### src/rtl/mesi_pkg.sv
package mesi_pkg;
  typedef enum logic [1:0] {
    LS_INV = 2'd0,
    LS_SHR = 2'd1,
    LS_EXC = 2'd2,
    LS_MOD = 2'd3
  } line_st_t;

  typedef enum logic [1:0] {
    BOP_NONE = 2'd0,
    BOP_RD   = 2'd1,
    BOP_RDX  = 2'd2,
    BOP_WB   = 2'd3
  } bus_op_t;
endpackage

### src/rtl/mesi_snoop_eval.sv
module mesi_snoop_eval
  import mesi_pkg::*;
(
  input  logic       snp_valid,
  input  logic [1:0] snp_op,
  input  line_st_t   cur_st,
  input  logic       tag_eq,
  output logic       hit,
  output line_st_t   nxt_st,
  output logic       want_shared,
  output logic       want_flush
);
  logic is_rd, is_rdx;

  always_comb begin
    is_rd       = (snp_op == BOP_RD);
    is_rdx      = (snp_op == BOP_RDX);
    hit         = snp_valid && tag_eq && (cur_st != LS_INV) && (is_rd || is_rdx);
    nxt_st      = cur_st;
    if (hit) nxt_st = is_rdx ? LS_INV : LS_SHR;
    want_shared = hit && is_rd;
    want_flush  = hit && (cur_st == LS_MOD);
  end
endmodule

### src/rtl/mesi_req_eval.sv
module mesi_req_eval
  import mesi_pkg::*;
(
  input  logic       we,
  input  line_st_t   st,
  input  logic       tag_eq,
  output logic       local_ok,
  output line_st_t   local_st,
  output logic [1:0] need_op,
  output logic       evict_wb
);
  logic hit;

  always_comb begin
    hit      = (st != LS_INV) && tag_eq;
    local_ok = hit && (!we || st == LS_EXC || st == LS_MOD);
    local_st = we ? LS_MOD : st;
    need_op  = we ? BOP_RDX : BOP_RD;
    evict_wb = !tag_eq && (st == LS_MOD);
  end
endmodule

### src/rtl/mesi_snoop_ctrl.sv
module mesi_snoop_ctrl
  import mesi_pkg::*;
#(
  parameter int ADDR_W = 8,
  parameter int IDX_W  = 2
) (
  input  logic              clk,
  input  logic              rst,
  input  logic              cpu_req,
  input  logic              cpu_we,
  input  logic [ADDR_W-1:0] cpu_addr,
  output logic              cpu_busy,
  output logic              cpu_done,
  output logic              bus_req,
  output logic [1:0]        bus_op,
  output logic [ADDR_W-1:0] bus_addr,
  input  logic              bus_ack,
  input  logic              bus_shared_in,
  input  logic              snp_valid,
  input  logic [1:0]        snp_op,
  input  logic [ADDR_W-1:0] snp_addr,
  output logic              snp_shared,
  output logic              snp_flush
);
  localparam int LINES = 1 << IDX_W;
  localparam int TAG_W = ADDR_W - IDX_W;

  typedef enum logic [1:0] {PH_IDLE, PH_WB, PH_FILL} phase_t;

  line_st_t          st_q  [LINES];
  logic [TAG_W-1:0]  tag_q [LINES];
  phase_t            phase_q;
  logic [TAG_W-1:0]  req_tag_q;
  logic [IDX_W-1:0]  req_idx_q;
  logic              req_we_q;

  // snoop side lookup
  logic [IDX_W-1:0] s_idx;
  logic [TAG_W-1:0] s_tag;
  logic             s_hit, s_shr, s_fl;
  line_st_t         s_nst;

  assign s_idx = snp_addr[IDX_W-1:0];
  assign s_tag = snp_addr[ADDR_W-1:IDX_W];

  mesi_snoop_eval u_snp (
    .snp_valid  (snp_valid),
    .snp_op     (snp_op),
    .cur_st     (st_q[s_idx]),
    .tag_eq     (tag_q[s_idx] == s_tag),
    .hit        (s_hit),
    .nxt_st     (s_nst),
    .want_shared(s_shr),
    .want_flush (s_fl)
  );

  // processor side lookup, seen after the snoop of the same cycle
  logic [IDX_W-1:0] l_idx;
  logic [TAG_W-1:0] l_tag;
  logic             l_we;
  line_st_t         l_st;
  logic             loc_ok, evict_wb;
  line_st_t         loc_st;
  logic [1:0]       need_op;

  always_comb begin
    if (phase_q == PH_IDLE) begin
      l_idx = cpu_addr[IDX_W-1:0];
      l_tag = cpu_addr[ADDR_W-1:IDX_W];
      l_we  = cpu_we;
    end else begin
      l_idx = req_idx_q;
      l_tag = req_tag_q;
      l_we  = req_we_q;
    end
    l_st = (s_hit && s_idx == l_idx) ? s_nst : st_q[l_idx];
  end

  mesi_req_eval u_req (
    .we      (l_we),
    .st      (l_st),
    .tag_eq  (tag_q[l_idx] == l_tag),
    .local_ok(loc_ok),
    .local_st(loc_st),
    .need_op (need_op),
    .evict_wb(evict_wb)
  );

  always_ff @(posedge clk) begin
    if (rst) begin
      for (int i = 0; i < LINES; i++) st_q[i] <= LS_INV;
      phase_q    <= PH_IDLE;
      req_tag_q  <= '0;
      req_idx_q  <= '0;
      req_we_q   <= 1'b0;
      cpu_busy   <= 1'b0;
      cpu_done   <= 1'b0;
      bus_req    <= 1'b0;
      bus_op     <= BOP_NONE;
      bus_addr   <= '0;
      snp_shared <= 1'b0;
      snp_flush  <= 1'b0;
    end else begin
      cpu_done   <= 1'b0;
      snp_shared <= s_shr;
      snp_flush  <= s_fl;
      if (s_hit) st_q[s_idx] <= s_nst;
      unique case (phase_q)
        PH_IDLE: if (cpu_req) begin
          if (loc_ok) begin
            st_q[l_idx] <= loc_st;
            cpu_done    <= 1'b1;
          end else begin
            req_tag_q <= l_tag;
            req_idx_q <= l_idx;
            req_we_q  <= l_we;
            cpu_busy  <= 1'b1;
            bus_req   <= 1'b1;
            if (evict_wb) begin
              phase_q  <= PH_WB;
              bus_op   <= BOP_WB;
              bus_addr <= {tag_q[l_idx], l_idx};
            end else begin
              phase_q  <= PH_FILL;
              bus_op   <= need_op;
              bus_addr <= {l_tag, l_idx};
            end
          end
        end
        PH_WB: if (bus_ack || l_st != LS_MOD) begin
          phase_q  <= PH_FILL;
          bus_op   <= need_op;
          bus_addr <= {req_tag_q, req_idx_q};
        end
        PH_FILL: if (bus_ack) begin
          st_q[req_idx_q]  <= req_we_q ? LS_MOD : (bus_shared_in ? LS_SHR : LS_EXC);
          tag_q[req_idx_q] <= req_tag_q;
          phase_q  <= PH_IDLE;
          bus_req  <= 1'b0;
          bus_op   <= BOP_NONE;
          cpu_busy <= 1'b0;
          cpu_done <= 1'b1;
        end
        default: phase_q <= PH_IDLE;
      endcase
    end
  end
endmodule

### config.mk
export PLATFORM = sky130hd
export DESIGN_NAME = mesi_snoop_ctrl
export DESIGN_NICKNAME = d
export VERILOG_FILES = /design/src/rtl/mesi_pkg.sv /design/src/rtl/mesi_snoop_eval.sv /design/src/rtl/mesi_req_eval.sv /design/src/rtl/mesi_snoop_ctrl.sv
export SDC_FILE = /design/constraint.sdc
export NUM_CORES = 1
export LEC_CHECK = 0
export BUFFER_PORTS_ARGS = -buffer_cell sky130_fd_sc_hd__buf_2
export CAP_MARGIN = 20
export CORE_MARGIN = 1.5
export CORE_UTILIZATION = 55
export CTS_CLUSTER_DIAMETER = 100
export DETAILED_ROUTE_END_ITERATION = 7
export GPL_TIMING_DRIVEN = 0
export PLACE_DENSITY = 0.86
export SYNTH_ARGS = -nofsm -noshare
export SYNTH_HDL_FRONTEND = slang
export SYNTH_SLANG_ARGS = --single-unit
### constraint.sdc
create_clock -name clk -period 5.3 [get_ports clk]
set_input_delay 0.53 -clock clk [delete_from_list [all_inputs] [get_ports clk]]
set_output_delay 0.53 -clock clk [all_outputs]
set_load 0.01 [all_outputs]
==> results by group <==
GRT
  – Initial antenna violation count: 0
  – Global-route wire length before repair: 16700 um
  – Met3 usage in global routing: 5.263%
  – Overall fraction of global-route tracks in use: 28.33%
  – Global route hottest layer: met2
  – Met2 routing resource usage after global routing: 49.15%
  – Maximum number of pins on one net before global-route repair: 12
  – Met1 GRT Util: 35.79%
  – Total congestion overflow after global routing: 0
  – Number of global-route vias before repair: 3413

Route
  – Overall via count from detail_route: 3561
  – Post-detailed-route wirelength per cell: 18.83 um
  – First DRT Iteration DRCs: 416
  – Post-DRT Antenna Nets: 0
  – Post-route DRC: 0
  – Wire length reported by the detailed router: 10580 um
  – Via count normalized by instance count: 6.336
  – Number of search-and-repair iterations in the first detailed-routing pass: 5

Placed design
  – Post-DP HPWL: 7897 um
  – Total of buffers placed on input and output ports: 35
  – Final weighted congestion in routability-driven placement: 0.9130

STA
  – Final hold violation count: 0
  – Final critical path time including I/O delays and setup: 3.584 ns
  – Post-route clock period utilization: 67.61%
  – Remaining max-slew budget at the tightest pin: 57.04%
  – Transition time at the pin with the least slew margin: 0.6420 ns
  – Total negative slack for setup checks: 0 ns
  – Setup clock skew after layout: 0.004569 ns
  – Final Max Tran Viols: 0
  – Highest achievable clock rate: 279.1 MHz
  – Setup repair after global routing missed its margin: no
  – Setup Viol. Count Final: 0

CTS
  – # hold bufs at CTS: 0
  – Maximum count of clock buffers along a single path: 2
  – Clk sink count: 57
  – Clock buffer count from CTS: 9
  – Clock transition at the register clock pins on the worst setup and hold paths after CTS: 0.07 ns
  – Post-CTS Setup Bufs: 0
  – Insertion delay of the later-clocked pin in the worst-skew pair: 0.34 ns
  – Root Driver: sky130_fd_sc_hd__clkbuf_8
  – Post-cts resize count: 0
  – Clock tree from TritonCTS: yes
  – H-Tree Depth: 3

Worst setup path
  – Type of element capturing the critical path: flop
  – Max stage delay on crit path: 0.56 ns
  – Slowest cell on the critical path: sky130_fd_sc_hd__mux2i_2
  – Worst Path Required: 5.35 ns
  – Cell class contributing the biggest share of worst-path delay: buffers and inverters
  – Destination of the worst register-to-register timing path: st_q[1][1]
  – Launching element type of the critical path: flop
  – Endpoint of the worst setup timing path: st_q[1][1]
  – Arr. time, crit path: 3.64 ns
  – Bufs and invs on worst path: 4
  – Reg-to-reg critical path startpoint: phase_q[0]
  – Register-to-register setup slack: 1.72 ns
  – Ordered list of cells on the worst path: inv_1 > ha_1 > buf_6 > mux2i_2 > buf_4 > o32ai_1 > a211oi_1 > and4_1 > buf_2 > nand4_4 > o21bai_1 > or3_1
  – Worst Reg2Reg Path Length in Cells: 12
  – Maximum net fanout on the critical path: 10
  – Crit Path Class: reg -> reg
  – Launch point of the worst path: phase_q[0]
  – Number of gates on the worst path with buffers counted: 12

Logic synthesis
  – Syn avg cell area: 9.934 sq um
  – Number of instances in the synthesized netlist: 412
  – Top-area cell type share of the netlist area: 23.48%
  – Synth async-reset ratio: 0%
  – Synth area leaders: sky130_fd_sc_hd__edfxtp_1 (23%), sky130_fd_sc_hd__dfxtp_1 (12%), sky130_fd_sc_hd__mux2i_1 (4.4%)
  – Yosys cell types: 81
  – Net count after synthesis: 442
  – Cell type contributing the most total cell area after synthesis: sky130_fd_sc_hd__edfxtp_1
  – Yosys warns: 0
  – Cell area after synthesis: 4093 sq um
  – Register bit total from synthesis: 57
  – Top flip-flop cell by instance count after synthesis: sky130_fd_sc_hd__edfxtp_1
  – Sequential share of the synthesized area: 35.71%
  – Count of flip-flops with a built-in enable after synthesis: 32

Run status
  – Result of the run: complete, no violations

Cells and area
  – Diode count: 0
  – Share of layout cells above drive strength 1: 23.76%
  – Layout overhead on the synthesized area: 13.24%
  – Most common cell after layout, fill and taps aside: sky130_fd_sc_hd__nand2_1
  – Nets: 488
  – Commonest cells after routing, fill and taps aside: sky130_fd_sc_hd__nand2_1 (44), sky130_fd_sc_hd__buf_2 (39), sky130_fd_sc_hd__edfxtp_1 (32)
  – Filler Cells Inserted: 613

Pwr
  – Total power per unit cell area: 384.6 nW/um^2
  – Max rail drop VDD: 175.3 uV
  – Total design power: 1.783 mW
  – Leak pwr: 1.791 nW

Floorplan
  – Height of the die: 89.26 um
  – # rows: 31
  – Horizontal extent of the die: 89.26 um
  – Placeable core region: 7214 sq um
  – Starting density of the core: 56.73%
  – Die Area: 7967 sq um
  – IO Pins: 40

Hold path
  – Worst min-delay path category: reg -> reg

Flow run
  – Number of max-cap violations: 0
metrics by stage:
stage                     util, %  hold slack (ns)  instances  setup WS [ns]  cell area (sq um)
final                       64.24           0.4574        562          1.716               4634
after global routing        64.24           0.4669        562          1.514               4634
after CTS                   64.24           0.4610        562          1.754               4634
after detailed placement    60.87           0.4528        546          1.771               4392
after global placement      60.87           0.4405        546          1.812               4392
after floorplan                 -           0.4790        412          2.250               4093
where the power goes:
group	leakage, nW	switching (mW)	internal [mW]	total (mW)
sequential	0.510	0.0365	0.518	0.554
combinational	1.17	0.426	0.297	0.723
clock	0.115	0.194	0.312	0.505
per-layer routing:
layer	share of wire (%)	routed length, um	vias to the layer above
li1	-	-	1648
met1	41	4387	1735
met2	51	5401	158
met3	6.2	653	20
met4	1.3	142	0
met5	0	0	-
tightest hold or removal path, cell delays in order, from the launching register on:
cell	delay (ns)
sky130_fd_sc_hd__dfxtp_1	0.31
sky130_fd_sc_hd__nand2_1	0.05
sky130_fd_sc_hd__mux2i_1	0.05
registers in the layout, summed over array words and instances (netlist names), 2 cells and up:
name / flops
bus_op: 2
tag_q: 24
req_tag_q: 6
bus_addr: 8
req_idx_q: 2
phase_q: 2
st_q: 8
cells in the mapped netlist (6+ instances only):
cell type,instances
sky130_fd_sc_hd__nor2b_1,14
sky130_fd_sc_hd__xnor2_1,9
sky130_fd_sc_hd__nand3_1,6
sky130_fd_sc_hd__a211oi_1,8
sky130_fd_sc_hd__edfxtp_1,32
sky130_fd_sc_hd__o22ai_1,7
sky130_fd_sc_hd__a311oi_1,6
sky130_fd_sc_hd__inv_1,14
sky130_fd_sc_hd__a21oi_1,26
sky130_fd_sc_hd__dfxtp_1,25
sky130_fd_sc_hd__o21ai_0,15
sky130_fd_sc_hd__o211ai_1,7
sky130_fd_sc_hd__nor2_1,31
sky130_fd_sc_hd__nand2_1,44
sky130_fd_sc_hd__nor3_1,17
sky130_fd_sc_hd__buf_6,10
sky130_fd_sc_hd__mux2i_1,18
cells by family after synthesis:
kind of cell | after synthesis | synth area share, %
adder cells (fa/ha/maj) | 5 | 1.529
flip-flops | 57 | 35.71
XOR/XNOR | 10 | 2.324
buffers and inverters | 41 | 6.787
multiplexers | 32 | 11.65
AND/OR/NAND/NOR | 150 | 19.29
AO/OA/AOI/OAI | 117 | 22.72
area by class of cell:
cell class / instances / area, sq um / area share [%]
well taps: 99 / 123.9 / 2.673
repair buffers: 35 / 175.2 / 3.780
inverters: 16 / 60.06 / 1.296
plain buffers: 25 / 217.7 / 4.698
clock inverters: 7 / 118.9 / 2.565
flip-flops and latches: 57 / 1461 / 31.53
clock buffers: 9 / 123.9 / 2.673
multi-input cells: 314 / 2354 / 50.78
how the worst min path moves through the flow:
| stage | from | to | slack (ns) | cells past startpoint |
|---|---|---|---|---|
| 2_1_floorplan | bus_op[0] | bus_op[0] | 0.48 | 2 |
| 3_3_place_gp | bus_op[1] | bus_op[1] | 0.44 | 2 |
| 3_5_place_dp | bus_op[1] | bus_op[1] | 0.45 | 2 |
| 4_1_cts | cpu_addr[6] | req_tag_q[4] | 0.46 | 3 |
| 5_1_grt | cpu_addr[6] | req_tag_q[4] | 0.47 | 3 |
| 6_report | bus_op[1] | bus_op[1] | 0.46 | 2 |
(Power assumes the default switching activity.)
